`src/rtl/bbt_pkg.sv`:
```
package bbt_pkg;
    typedef enum logic [2:0] {
        BB_OFF    = 3'd0,
        BB_SETTLE = 3'd1,
        BB_FREE   = 3'd2,
        BB_HELD   = 3'd3,
        BB_STALL  = 3'd4
    } bb_state_t;
endpackage

```
`src/rtl/bbt_sync.sv`:
```
// Multi-stage synchroniser, one chain per line, reset to the released (high) level.
module bbt_sync #(
    parameter int N_LINES = 2,
    parameter int STAGES  = 2
) (
    input  logic               clk,
    input  logic               rst_n,
    input  logic [N_LINES-1:0] d,
    output logic [N_LINES-1:0] q
);
    for (genvar i = 0; i < N_LINES; i++) begin : g_line
        logic [STAGES-1:0] chain;
        if (STAGES == 1) begin : g_one
            always_ff @(posedge clk or negedge rst_n) begin
                if (!rst_n) chain <= '1;
                else        chain <= d[i];
            end
        end else begin : g_many
            always_ff @(posedge clk or negedge rst_n) begin
                if (!rst_n) chain <= '1;
                else        chain <= {chain[STAGES-2:0], d[i]};
            end
        end
        assign q[i] = chain[STAGES-1];
    end
endmodule

```
`src/rtl/bbt_cond.sv`:
```
// Start / Stop / edge detection on synchronised lines.
module bbt_cond (
    input  logic clk,
    input  logic rst_n,
    input  logic scl_s,
    input  logic sda_s,
    output logic start_p,
    output logic stop_p,
    output logic edge_p
);
    logic scl_q, sda_q;

    always_ff @(posedge clk or negedge rst_n) begin
        if (!rst_n) begin
            scl_q <= 1'b1;
            sda_q <= 1'b1;
        end else begin
            scl_q <= scl_s;
            sda_q <= sda_s;
        end
    end

    logic scl_hi;
    assign scl_hi  = scl_s & scl_q;
    assign start_p = scl_hi & sda_q & ~sda_s;
    assign stop_p  = scl_hi & ~sda_q & sda_s;
    assign edge_p  = (scl_s ^ scl_q) | (sda_s ^ sda_q);
endmodule

```
`src/rtl/bbt_idle_cnt.sv`:
```
// Saturating quiet-time counter; cleared by any line edge or while disabled.
module bbt_idle_cnt #(
    parameter int CNT_W = 16
) (
    input  logic             clk,
    input  logic             rst_n,
    input  logic             en,
    input  logic             edge_p,
    input  logic [CNT_W-1:0] tmo,
    output logic             expired
);
    localparam logic [CNT_W-1:0] CNT_MAX = {CNT_W{1'b1}};

    logic [CNT_W-1:0] cnt;

    always_ff @(posedge clk or negedge rst_n) begin
        if (!rst_n)              cnt <= '0;
        else if (!en || edge_p)  cnt <= '0;
        else if (cnt != CNT_MAX) cnt <= cnt + 1'b1;
    end

    assign expired = (cnt >= tmo);
endmodule

```
`src/rtl/bbt_fsm.sv`:
```
// Bus-state controller: state register, next-state logic, output decode.
module bbt_fsm
    import bbt_pkg::*;
(
    input  logic      clk,
    input  logic      rst_n,
    input  logic      en,
    input  logic      clr,
    input  logic      start_p,
    input  logic      stop_p,
    input  logic      edge_p,
    input  logic      expired,
    output bb_state_t state,
    output logic      busy,
    output logic      master_ok,
    output logic      stuck
);
    bb_state_t nxt;
    logic      quiet_done;

    assign quiet_done = expired & ~edge_p;

    always_ff @(posedge clk or negedge rst_n) begin
        if (!rst_n) state <= BB_OFF;
        else        state <= nxt;
    end

    always_comb begin
        nxt = state;
        if (!en) begin
            nxt = BB_OFF;
        end else begin
            unique case (state)
                BB_OFF:    nxt = BB_SETTLE;
                BB_SETTLE: begin
                    if (clr)             nxt = BB_FREE;
                    else if (start_p)    nxt = BB_HELD;
                    else if (quiet_done) nxt = BB_FREE;
                end
                BB_FREE: begin
                    if (!clr && start_p) nxt = BB_HELD;
                end
                BB_HELD: begin
                    if (clr || stop_p)   nxt = BB_FREE;
                    else if (quiet_done) nxt = BB_STALL;
                end
                BB_STALL: begin
                    if (clr || stop_p)   nxt = BB_FREE;
                    else if (edge_p)     nxt = BB_HELD;
                end
                default:                 nxt = BB_OFF;
            endcase
        end
    end

    always_comb begin
        busy      = 1'b0;
        master_ok = 1'b0;
        stuck     = 1'b0;
        unique case (state)
            BB_OFF, BB_SETTLE: ;
            BB_FREE:  master_ok = 1'b1;
            BB_HELD:  busy      = 1'b1;
            BB_STALL: begin
                busy  = 1'b1;
                stuck = 1'b1;
            end
            default: ;
        endcase
    end
endmodule

```
`src/rtl/bus_busy_tracker.sv`:
```
module bus_busy_tracker
    import bbt_pkg::*;
#(
    parameter int CNT_W       = 16,
    parameter int SYNC_STAGES = 2
) (
    input  logic             clk,
    input  logic             rst_n,
    input  logic             en,
    input  logic             sw_clr,
    input  logic [CNT_W-1:0] tmo,
    input  logic             scl_in,
    input  logic             sda_in,
    output logic             busy,
    output logic             master_ok,
    output logic             stuck
);
    localparam int N_LINES = 2;
    localparam int IDX_SCL = 0;
    localparam int IDX_SDA = 1;

    logic [N_LINES-1:0] lines_s;
    logic               start_p, stop_p, edge_p, expired;
    bb_state_t          state;

    bbt_sync #(.N_LINES(N_LINES), .STAGES(SYNC_STAGES)) u_sync (
        .clk   (clk),
        .rst_n (rst_n),
        .d     ({sda_in, scl_in}),
        .q     (lines_s)
    );

    bbt_cond u_cond (
        .clk     (clk),
        .rst_n   (rst_n),
        .scl_s   (lines_s[IDX_SCL]),
        .sda_s   (lines_s[IDX_SDA]),
        .start_p (start_p),
        .stop_p  (stop_p),
        .edge_p  (edge_p)
    );

    bbt_idle_cnt #(.CNT_W(CNT_W)) u_cnt (
        .clk     (clk),
        .rst_n   (rst_n),
        .en      (en),
        .edge_p  (edge_p),
        .tmo     (tmo),
        .expired (expired)
    );

    bbt_fsm u_fsm (
        .clk       (clk),
        .rst_n     (rst_n),
        .en        (en),
        .clr       (sw_clr),
        .start_p   (start_p),
        .stop_p    (stop_p),
        .edge_p    (edge_p),
        .expired   (expired),
        .state     (state),
        .busy      (busy),
        .master_ok (master_ok),
        .stuck     (stuck)
    );
endmodule

```
`config.mk`:
```
export PLATFORM = sky130hd
export DESIGN_NAME = bus_busy_tracker
export DESIGN_NICKNAME = d
export VERILOG_FILES = /design/src/rtl/bbt_pkg.sv /design/src/rtl/bbt_sync.sv /design/src/rtl/bbt_cond.sv /design/src/rtl/bbt_idle_cnt.sv /design/src/rtl/bbt_fsm.sv /design/src/rtl/bus_busy_tracker.sv
export SDC_FILE = /design/constraint.sdc
export NUM_CORES = 1
export LEC_CHECK = 0
export BUFFER_PORTS_ARGS = -buffer_cell sky130_fd_sc_hd__buf_2
export CELL_PAD_IN_SITES_DETAIL_PLACEMENT = 1
export CELL_PAD_IN_SITES_GLOBAL_PLACEMENT = 2
export CORE_MARGIN = 2
export CORE_UTILIZATION = 31
export CTS_CLUSTER_DIAMETER = 50
export DETAILED_ROUTE_END_ITERATION = 12
export GPL_TIMING_DRIVEN = 0
export HOLD_SLACK_MARGIN = 0.12
export PLACE_DENSITY = 0.72
export SLEW_MARGIN = 40
export SYNTH_ARGS = -nofsm -noshare
export SYNTH_HDL_FRONTEND = slang
export SYNTH_SLANG_ARGS = --single-unit
```
`constraint.sdc`:
```
create_clock -name clk -period 2.2 [get_ports clk]
set_input_delay 0.33 -clock clk [delete_from_list [all_inputs] [get_ports clk]]
set_output_delay 0.33 -clock clk [all_outputs]
set_load 0.005 [all_outputs]
```
==> results.json, run 1 <==
{
  "cts_num_sinks": 25,
  "worst_path_max_delay_cell": "dfstp_2",
  "netlist_area_um2": 1690,
  "die_w_um": 77.8,
  "fin_util_pct": 39.5,
  "slowest_delay_ps": 570,
  "via_per_inst": 5.13,
  "via_count": 1499,
  "yosys-top-cells-area": "dfrtp_1 28%, ha_1 13%, dfstp_2 9.3%",
  "clockBufferDepth": 2,
  "endpoint_kind": "register",
  "cp.required_ps": 2360,
  "power.total_mw": 1.03,
  "synth_top_area_share_pct": 28.1,
  "finalHoldViolCount": 0,
  "layout_commonest_cell": "buf_2",
  "dr.pass1.iters": 4,
  "avgRoutedWirePerCell_um": 14.2,
  "place_ws_ps": -288,
  "clock_skew_ps": 11.7,
  "hp-class": "in -> reg",
  "grt-ovfl-total": 0,
  "p_leak_nw": 0.940,
  "rows": 26,
  "gp_congestion": 0.804,
  "synth_ff_type": "dfrtp_1",
  "ir_drop_mv": 0.228,
  "path_clk_slew_ps": 100,
  "path_cells": "ha_4, or4b_4, nor4_4, o21ai_2, o21a_2, and3_1, or4_1",
  "status": "finished, violations left",
  "power_density_nw_per_um2": 502,
  "first_global_vias": 1511,
  "violations": "negative setup slack",
  "yosysSeqAreaShare_pct": 37.5,
  "synth_top_cell_by_area": "dfrtp_1",
  "synth_cell_types": 41,
  "grt_max_degree": 26,
  "io_pins": 25,
  "cp.buffers_inverters": 0,
  "coreArea_um2": 5170,
  "timing.final.crit_share_pct": 110,
  "first_iter_violations": 73,
  "htree_levels": 1,
  "nNetsFinal": 263,
  "antenna_found_initial": 0,
  "cts_root_buffer": "clkbuf_8",
  "final_layout_size_suffix_gt1_share_pct": 24.3,
  "slew_headroom_pct": 63.2,
  "finalWorstSetupSlack_ps": -229,
  "async_flop_share_pct": 100,
  "final_cell_count_no_fill": 292,
  "startpoint_type": "register",
  "dieArea_um2": 6060,
  "tritoncts": "done",
  "crit_family": "simple AND/OR/NAND/NOR gates",
  "critPathArrivalTime_ps": 2590,
  "synth_warnings": 0,
  "clock_latency_ps": 280,
  "start_util_pct": 32.7,
  "final_cell_mix": "25 x buf_2, 20 x nor2_1, 19 x inv_1",
  "wirelength_um": 4160,
  "dp_hpwl_um": 3280,
  "setup_tns_ps": -229,
  "slew_viol_final": 0,
  "finalCriticalPeriod_ps": 2430,
  "tightest_slew_ps": 548,
  "critical_path_peak_fanout": 4,
  "fp.dieH_um": 77.8,
  "synthesis.instances": 190,
  "synth_nets": 230,
  "numCtsBuffers": 3,
  "route.detailed.drc": 0,
  "critPathKind": "reg -> reg",
  "maxCapViolCount": 0,
  "post_synth.cell_area_avg_um2": 8.90,
  "postRouteAntennaNets": 0,
  "syn2layout_area_growth_pct": 20.9,
  "place.port_buffers": 24,
  "rsz0062_at_grt": "true",
  "synth_edf_count": 0,
  "dp_cells": 284,
  "track_usage_pct": 14.4,
  "fmax_mhz": 412,
  "report.final.setup_viol": 1,
  "ys_ff_latch": 25,
  "grt_pass1_wl_um": 7050,
  "n_antenna_cell": 0
}
==> what timing repair did <==
item | CTS | global route
hold buffers | 1 | 0
endpoints found under the hold margin | 19 | 0
pin swaps | 0 | 3
setup buffers | 0 | 3
setup endpoints to repair | 9 | 14
resized for setup | 7 | 5
==> sequential cells by signal (all words and copies together), names as in the netlist <==
name	flops
u_fsm.state	3
u_cnt.cnt	16
u_sync.g_line.chain	4
u_cond.scl_q	1
u_cond.sda_q	1
==> power breakdown <==
group | internal [mW] | switching (mW) | total (mW)
registers | 0.485 | 0.0133 | 0.498
clock network | 0.129 | 0.160 | 0.289
logic | 0.108 | 0.132 | 0.240
total | 0.721 | 0.306 | 1.03
==> worst reg2reg max path, delay by kind of cell, from the launching register on <==
family          cells  cell delay (ps)
compound gates      2              240
fa+ha+maj           1              200
flops               1              570
simple gates        4             1300
==> per-stage QoR <==
| step | area (um2) | hold WS (ps) |
|---|---|---|
| CTS | 2000 | 131 |
| global route | 2040 | 123 |
| global placement | 1900 | 346 |
| floorplan | 1690 | 34.4 |
| finish | 2040 | 136 |
| detailed placement | 1900 | 348 |
==> synth_stat cells (2+ instances only) <==
cell and n:
nor4b_1 2, ha_1 18, inv_1 19, nor3_1 5, nand2_1 18, dfrtp_1 19, dfstp_2 6, nor2_1 20
a21oi_1 14, xor2_1 9, o21ai_0 2, o211ai_1 3, nand3_1 12, a211oi_1 4, xnor2_1 2, a2111oi_0 2
nor2b_1 4, and2_1 2, nor4bb_1 2, nand4_1 3, a31oi_1 4
==> cell type report <==
type / instances / area, um2
Multi-Input combinational cell: 143 / 1030
Sequential cell: 25 / 636
Tap cell: 70 / 87.6
Fill cell: 611 / 3130
Inverter: 19 / 71.3
Timing Repair Buffer: 28 / 153
Buffer: 3 / 20.0
Clock inverter: 1 / 7.51
Clock buffer: 3 / 41.3
==> layer usage <==
| metal | vias to the layer above | share of wire, % | track usage, % | routed length (um) |
|---|---|---|---|---|
| met1 | 734 | 45 | 18.1 | 1880 |
| met3 | 4 | 2.1 | 1.40 | 89 |
| met4 | 0 | 0.91 | 4.64 | 38 |
| li1 | 739 | - | - | - |
| met5 | - | 0 | 0 | 0 |
| met2 | 22 | 52 | 25.9 | 2150 |
==> logic make-up after synthesis <==
logic type / synth area share [%]
muxes: 0.592
buffers and inverters: 5.40
AOI/OAI and AO/OA: 12.7
and+or+nand+nor: 24.8
DFF: 37.5
xor gates and xnor gates: 5.70
adders and majority gates: 13.3
==> path summary, 6_finish.rpt <==
path | end | startpoint | slack [ps] | depth (start not counted)
worst max-delay path | u_fsm.state[1]$_DFFE_PN0P_ | u_sync.g_line[0].chain[1]$_DFF_PN1_ | -230 | 7
worst min-delay path | u_sync.g_line[1].chain[0]$_DFF_PN1_ | sda_in | 140 | 1
worst max register to register | u_fsm.state[1]$_DFFE_PN0P_ | u_sync.g_line[0].chain[1]$_DFF_PN1_ | -230 | 7
worst min register to register | u_sync.g_line[0].chain[1]$_DFF_PN1_ | u_sync.g_line[0].chain[0]$_DFF_PN1_ | 360 | 0
max in group asynchronous | u_cnt.cnt[15]$_DFFE_PN0P_ | rst_n | 1220 | 2
min in group asynchronous | u_cnt.cnt[3]$_DFFE_PN0P_ | rst_n | 570 | 2
(Power assumes the default switching activity.)
==> run 2, diff against run 1 <==
--- a/config.mk
+++ b/config.mk
@@ -5,16 +5,17 @@
 export SDC_FILE = /design/constraint.sdc
 export NUM_CORES = 1
 export LEC_CHECK = 0
+export ABC_AREA = 1
 export BUFFER_PORTS_ARGS = -buffer_cell sky130_fd_sc_hd__buf_2
 export CELL_PAD_IN_SITES_DETAIL_PLACEMENT = 1
 export CELL_PAD_IN_SITES_GLOBAL_PLACEMENT = 2
 export CORE_MARGIN = 2
-export CORE_UTILIZATION = 31
-export CTS_CLUSTER_DIAMETER = 50
+export CORE_UTILIZATION = 30
+export CTS_CLUSTER_DIAMETER = 120
 export DETAILED_ROUTE_END_ITERATION = 12
 export GPL_TIMING_DRIVEN = 0
 export HOLD_SLACK_MARGIN = 0.12
-export PLACE_DENSITY = 0.72
+export PLACE_DENSITY = 0.73
 export SLEW_MARGIN = 40
 export SYNTH_ARGS = -nofsm -noshare
 export SYNTH_HDL_FRONTEND = slang
==> run 2 against run 1 <==
  * The flow now finishes without violations
  * Final area increased by 1.0%
  * Synthesized cell count grew 25%
  * Clock power hardly changed
  * Sequential power grew 3%
  * Setup slack better by 510 ps
  * Register-to-register slack improved by 510 ps
  * Clock skew shrank 9.8 ps
  * Global-route usage increased by 0.095 points
  * Flip-flop and latch count is the same
  * Non-clock buffer count fell by 5
  * Largest cell class unchanged
==> results.json, run 2 <==
{
  "hp-start": "scl_in",
  "synth_warnings": 0,
  "report.final.setup_viol": 0,
  "synth-simple-area-share_pct": 31.3,
  "status": "finished, final reports clean",
  "top_regs": "u_cnt.cnt x16, u_sync.g_line.chain x4, u_fsm.state x3",
  "hp-class": "in -> reg",
  "synthesis.instances": 237,
  "p_clk_share_pct": 29.1,
  "finalWorstSetupSlack_ps": 282,
  "antenna_found_initial": 0,
  "critPathKind": "reg -> reg",
  "post-cts-setup-buffers": 0,
  "fin_util_pct": 35.3,
  "path_clk_slew_ps": 100,
  "grt-ovfl-total": 0,
  "cp.required_ps": 2410,
  "cts_resized": 0,
  "synth_compound_area_share_pct": 9.76,
  "synth_fa_ha_area_share_pct": 12.5,
  "crit_path_start": "u_sync.g_line[0].chain[1]$_DFF_PN1_",
  "startpoint_type": "register",
  "nNetsFinal": 307,
  "tightest_slew_ps": 614,
  "power_density_nw_per_um2": 481,
  "grt_pass1_wl_um": 7390,
  "ir_drop_mv": 0.257,
  "fillers": 740,
  "final_layout_size_suffix_gt1_share_pct": 19.9,
  "via_per_inst": 4.64,
  "p_sw_share_pct": 30.1,
  "synth_top_family_by_area": "simple AND/OR/NAND/NOR gates",
  "p_leak_nw": 1.16,
  "start_util_pct": 30.7,
  "cts_root_buffer": "clkbuf_8",
  "clock_skew_ps": 1.91,
  "place_ws_ps": 276,
  "gp_congestion": 0.738,
  "synth_ff_type": "dfrtp_1",
  "postRouteAntennaNets": 0,
  "ff_latch_area_um2": 633,
  "internal_power_mw": 0.695,
  "wirelength_um": 4340,
  "slew_viol_final": 0,
  "endpoint_kind": "register",
  "first_iter_violations": 40,
  "syn2layout_area_growth_pct": 15.1,
  "track_usage_pct": 14.5,
  "dp_hpwl_um": 3460,
  "coreArea_um2": 5850,
  "place.port_buffers": 24,
  "cts_num_sinks": 25,
  "synth_edf_count": 0,
  "largest_reg_flops": 16,
  "synth_cell_types": 29,
  "multiInputGateArea_um2": 988,
  "pwr-share-comb_pct": 19.3,
  "n_antenna_cell": 0,
  "yosys-top-cells-area": "dfrtp_1 26%, ha_1 13%, nand2_1 11%",
  "die_w_um": 81.4,
  "route.detailed.drc": 0,
  "synth_top_cell_by_area": "dfrtp_1",
  "synth-xor-area-share_pct": 1.46,
  "synth_top_area_share_pct": 26.5,
  "hold-worst-slack_ps": 146,
  "grt_max_degree": 26,
  "io_pins": 25,
  "final_cell_mix": "55 x nand2_1, 43 x inv_1, 25 x buf_2",
  "hold_buffers": 1,
  "r2r_setup_slack_ps": 280,
  "tritoncts": "done",
  "ys_ff_latch": 25,
  "critPathArrivalTime_ps": 2130,
  "fmax_mhz": 521,
  "pwr-share-seq_pct": 51.6,
  "fp.dieH_um": 81.4,
  "power.total_mw": 0.994,
  "dr.pass1.iters": 4,
  "maxCapViolCount": 0,
  "finalHoldViolCount": 0,
  "reg2reg_depth": 7,
  "synth.cells.most_frequent": "55 x nand2_1, 43 x inv_1, 19 x dfrtp_1",
  "largest-register": "u_cnt.cnt",
  "timing.final.crit_share_pct": 87.2,
  "synthMuxAreaShare_pct": 0,
  "finalCriticalPeriod_ps": 1920,
  "p_switching_mw": 0.299,
  "clockBufferDepth": 2,
  "first_global_vias": 1571,
  "layout_commonest_cell": "nand2_1",
  "slew_headroom_pct": 59.1,
  "rows": 28,
  "numCtsBuffers": 3,
  "critical_path_peak_fanout": 10,
  "dieArea_um2": 6620,
  "r2r-start": "u_sync.g_line[0].chain[1]$_DFF_PN1_",
  "clock_latency_ps": 270,
  "rr_endpoint": "u_cnt.cnt[8]$_DFFE_PN0P_",
  "endpoint": "u_cnt.cnt[8]$_DFFE_PN0P_",
  "via_count": 1582,
  "avgRoutedWirePerCell_um": 12.7,
  "setup_tns_ps": 0,
  "rsz0062_at_grt": "false",
  "yosysSeqAreaShare_pct": 35.3,
  "post_synth.cell_area_avg_um2": 7.58,
  "yosysMostFrequentCell": "nand2_1",
  "async_flop_share_pct": 100,
  "htree_levels": 1,
  "netlist_area_um2": 1800,
  "synth_nets": 277
}
-- run 2: cell count changes after synthesis, sizes merged, moves of 4 or more --
cell	delta
nor2b	-4
nand2	+42
o21ai	+13
inv	+26
xor2	-6
-- run 2: layout make-up --
class                      instances  share of cell area, %
inverter                          45                   8.18
clock inverter                     1                  0.242
tap                               75                   4.54
multi-input combinational        166                   47.8
sequential                        25                   30.6
clock buffer                       3                   2.00
buffer                             1                  0.242
timing repair buffer              25                   6.30
-- run 2: metrics by stage --
step	std cells	instance area [um2]
2_1_floorplan	237	1800
3_3_place_gp	336	2010
3_5_place_dp	336	2010
4_1_cts	341	2070
5_1_grt	341	2070
6_report	341	2070
-- run 2: cell families after synthesis --
logic type	after synthesis
and+or+nand+nor	112
DFF	25
xor gates and xnor gates	3
AOI/OAI and AO/OA	33
buffers and inverters	46
adders and majority gates	18
-- run 2: worst min-delay path by stage --
stage / to / slack, ps / cells past startpoint
floorplan: u_cnt.cnt[0]$_DFFE_PN0P_ / 30 / 0
global placement: u_sync.g_line[1].chain[1]$_DFF_PN1_ / 350 / 0
detailed placement: u_sync.g_line[0].chain[1]$_DFF_PN1_ / 350 / 0
CTS: u_sync.g_line[0].chain[0]$_DFF_PN1_ / 140 / 1
global route: u_sync.g_line[0].chain[0]$_DFF_PN1_ / 130 / 1
finish: u_sync.g_line[0].chain[0]$_DFF_PN1_ / 150 / 1
-- run 2: worst max-delay path, cell delays in order (launching register included) --
cell and delay [ps]:
dfstp_2 540, ha_1 230, nor3_2 230, nand2_1 200
inv_2 180, buf_2 250, o21ai_0 120, nor2_1 110
-- run 2: per-layer routing --
layer | track usage, % | part of all wire (%) | vias up | wire length, um
met5 | 0 | 0 | - | 0
li1 | - | - | 820 | -
met2 | 24.6 | 49 | 12 | 2120
met4 | 3.56 | 0.62 | 0 | 27
met3 | 1.33 | 1.7 | 2 | 72
met1 | 19.9 | 49 | 748 | 2130
-- run 2: power by group through the flow --
stage	logic, mW	registers [mW]	clock network [mW]
global route	0.232	0.521	0.324
floorplan	0.122	0.516	0
CTS	0.198	0.513	0.305
detailed placement	0.195	0.521	0
finish	0.192	0.513	0.289
global placement	0.191	0.522	0
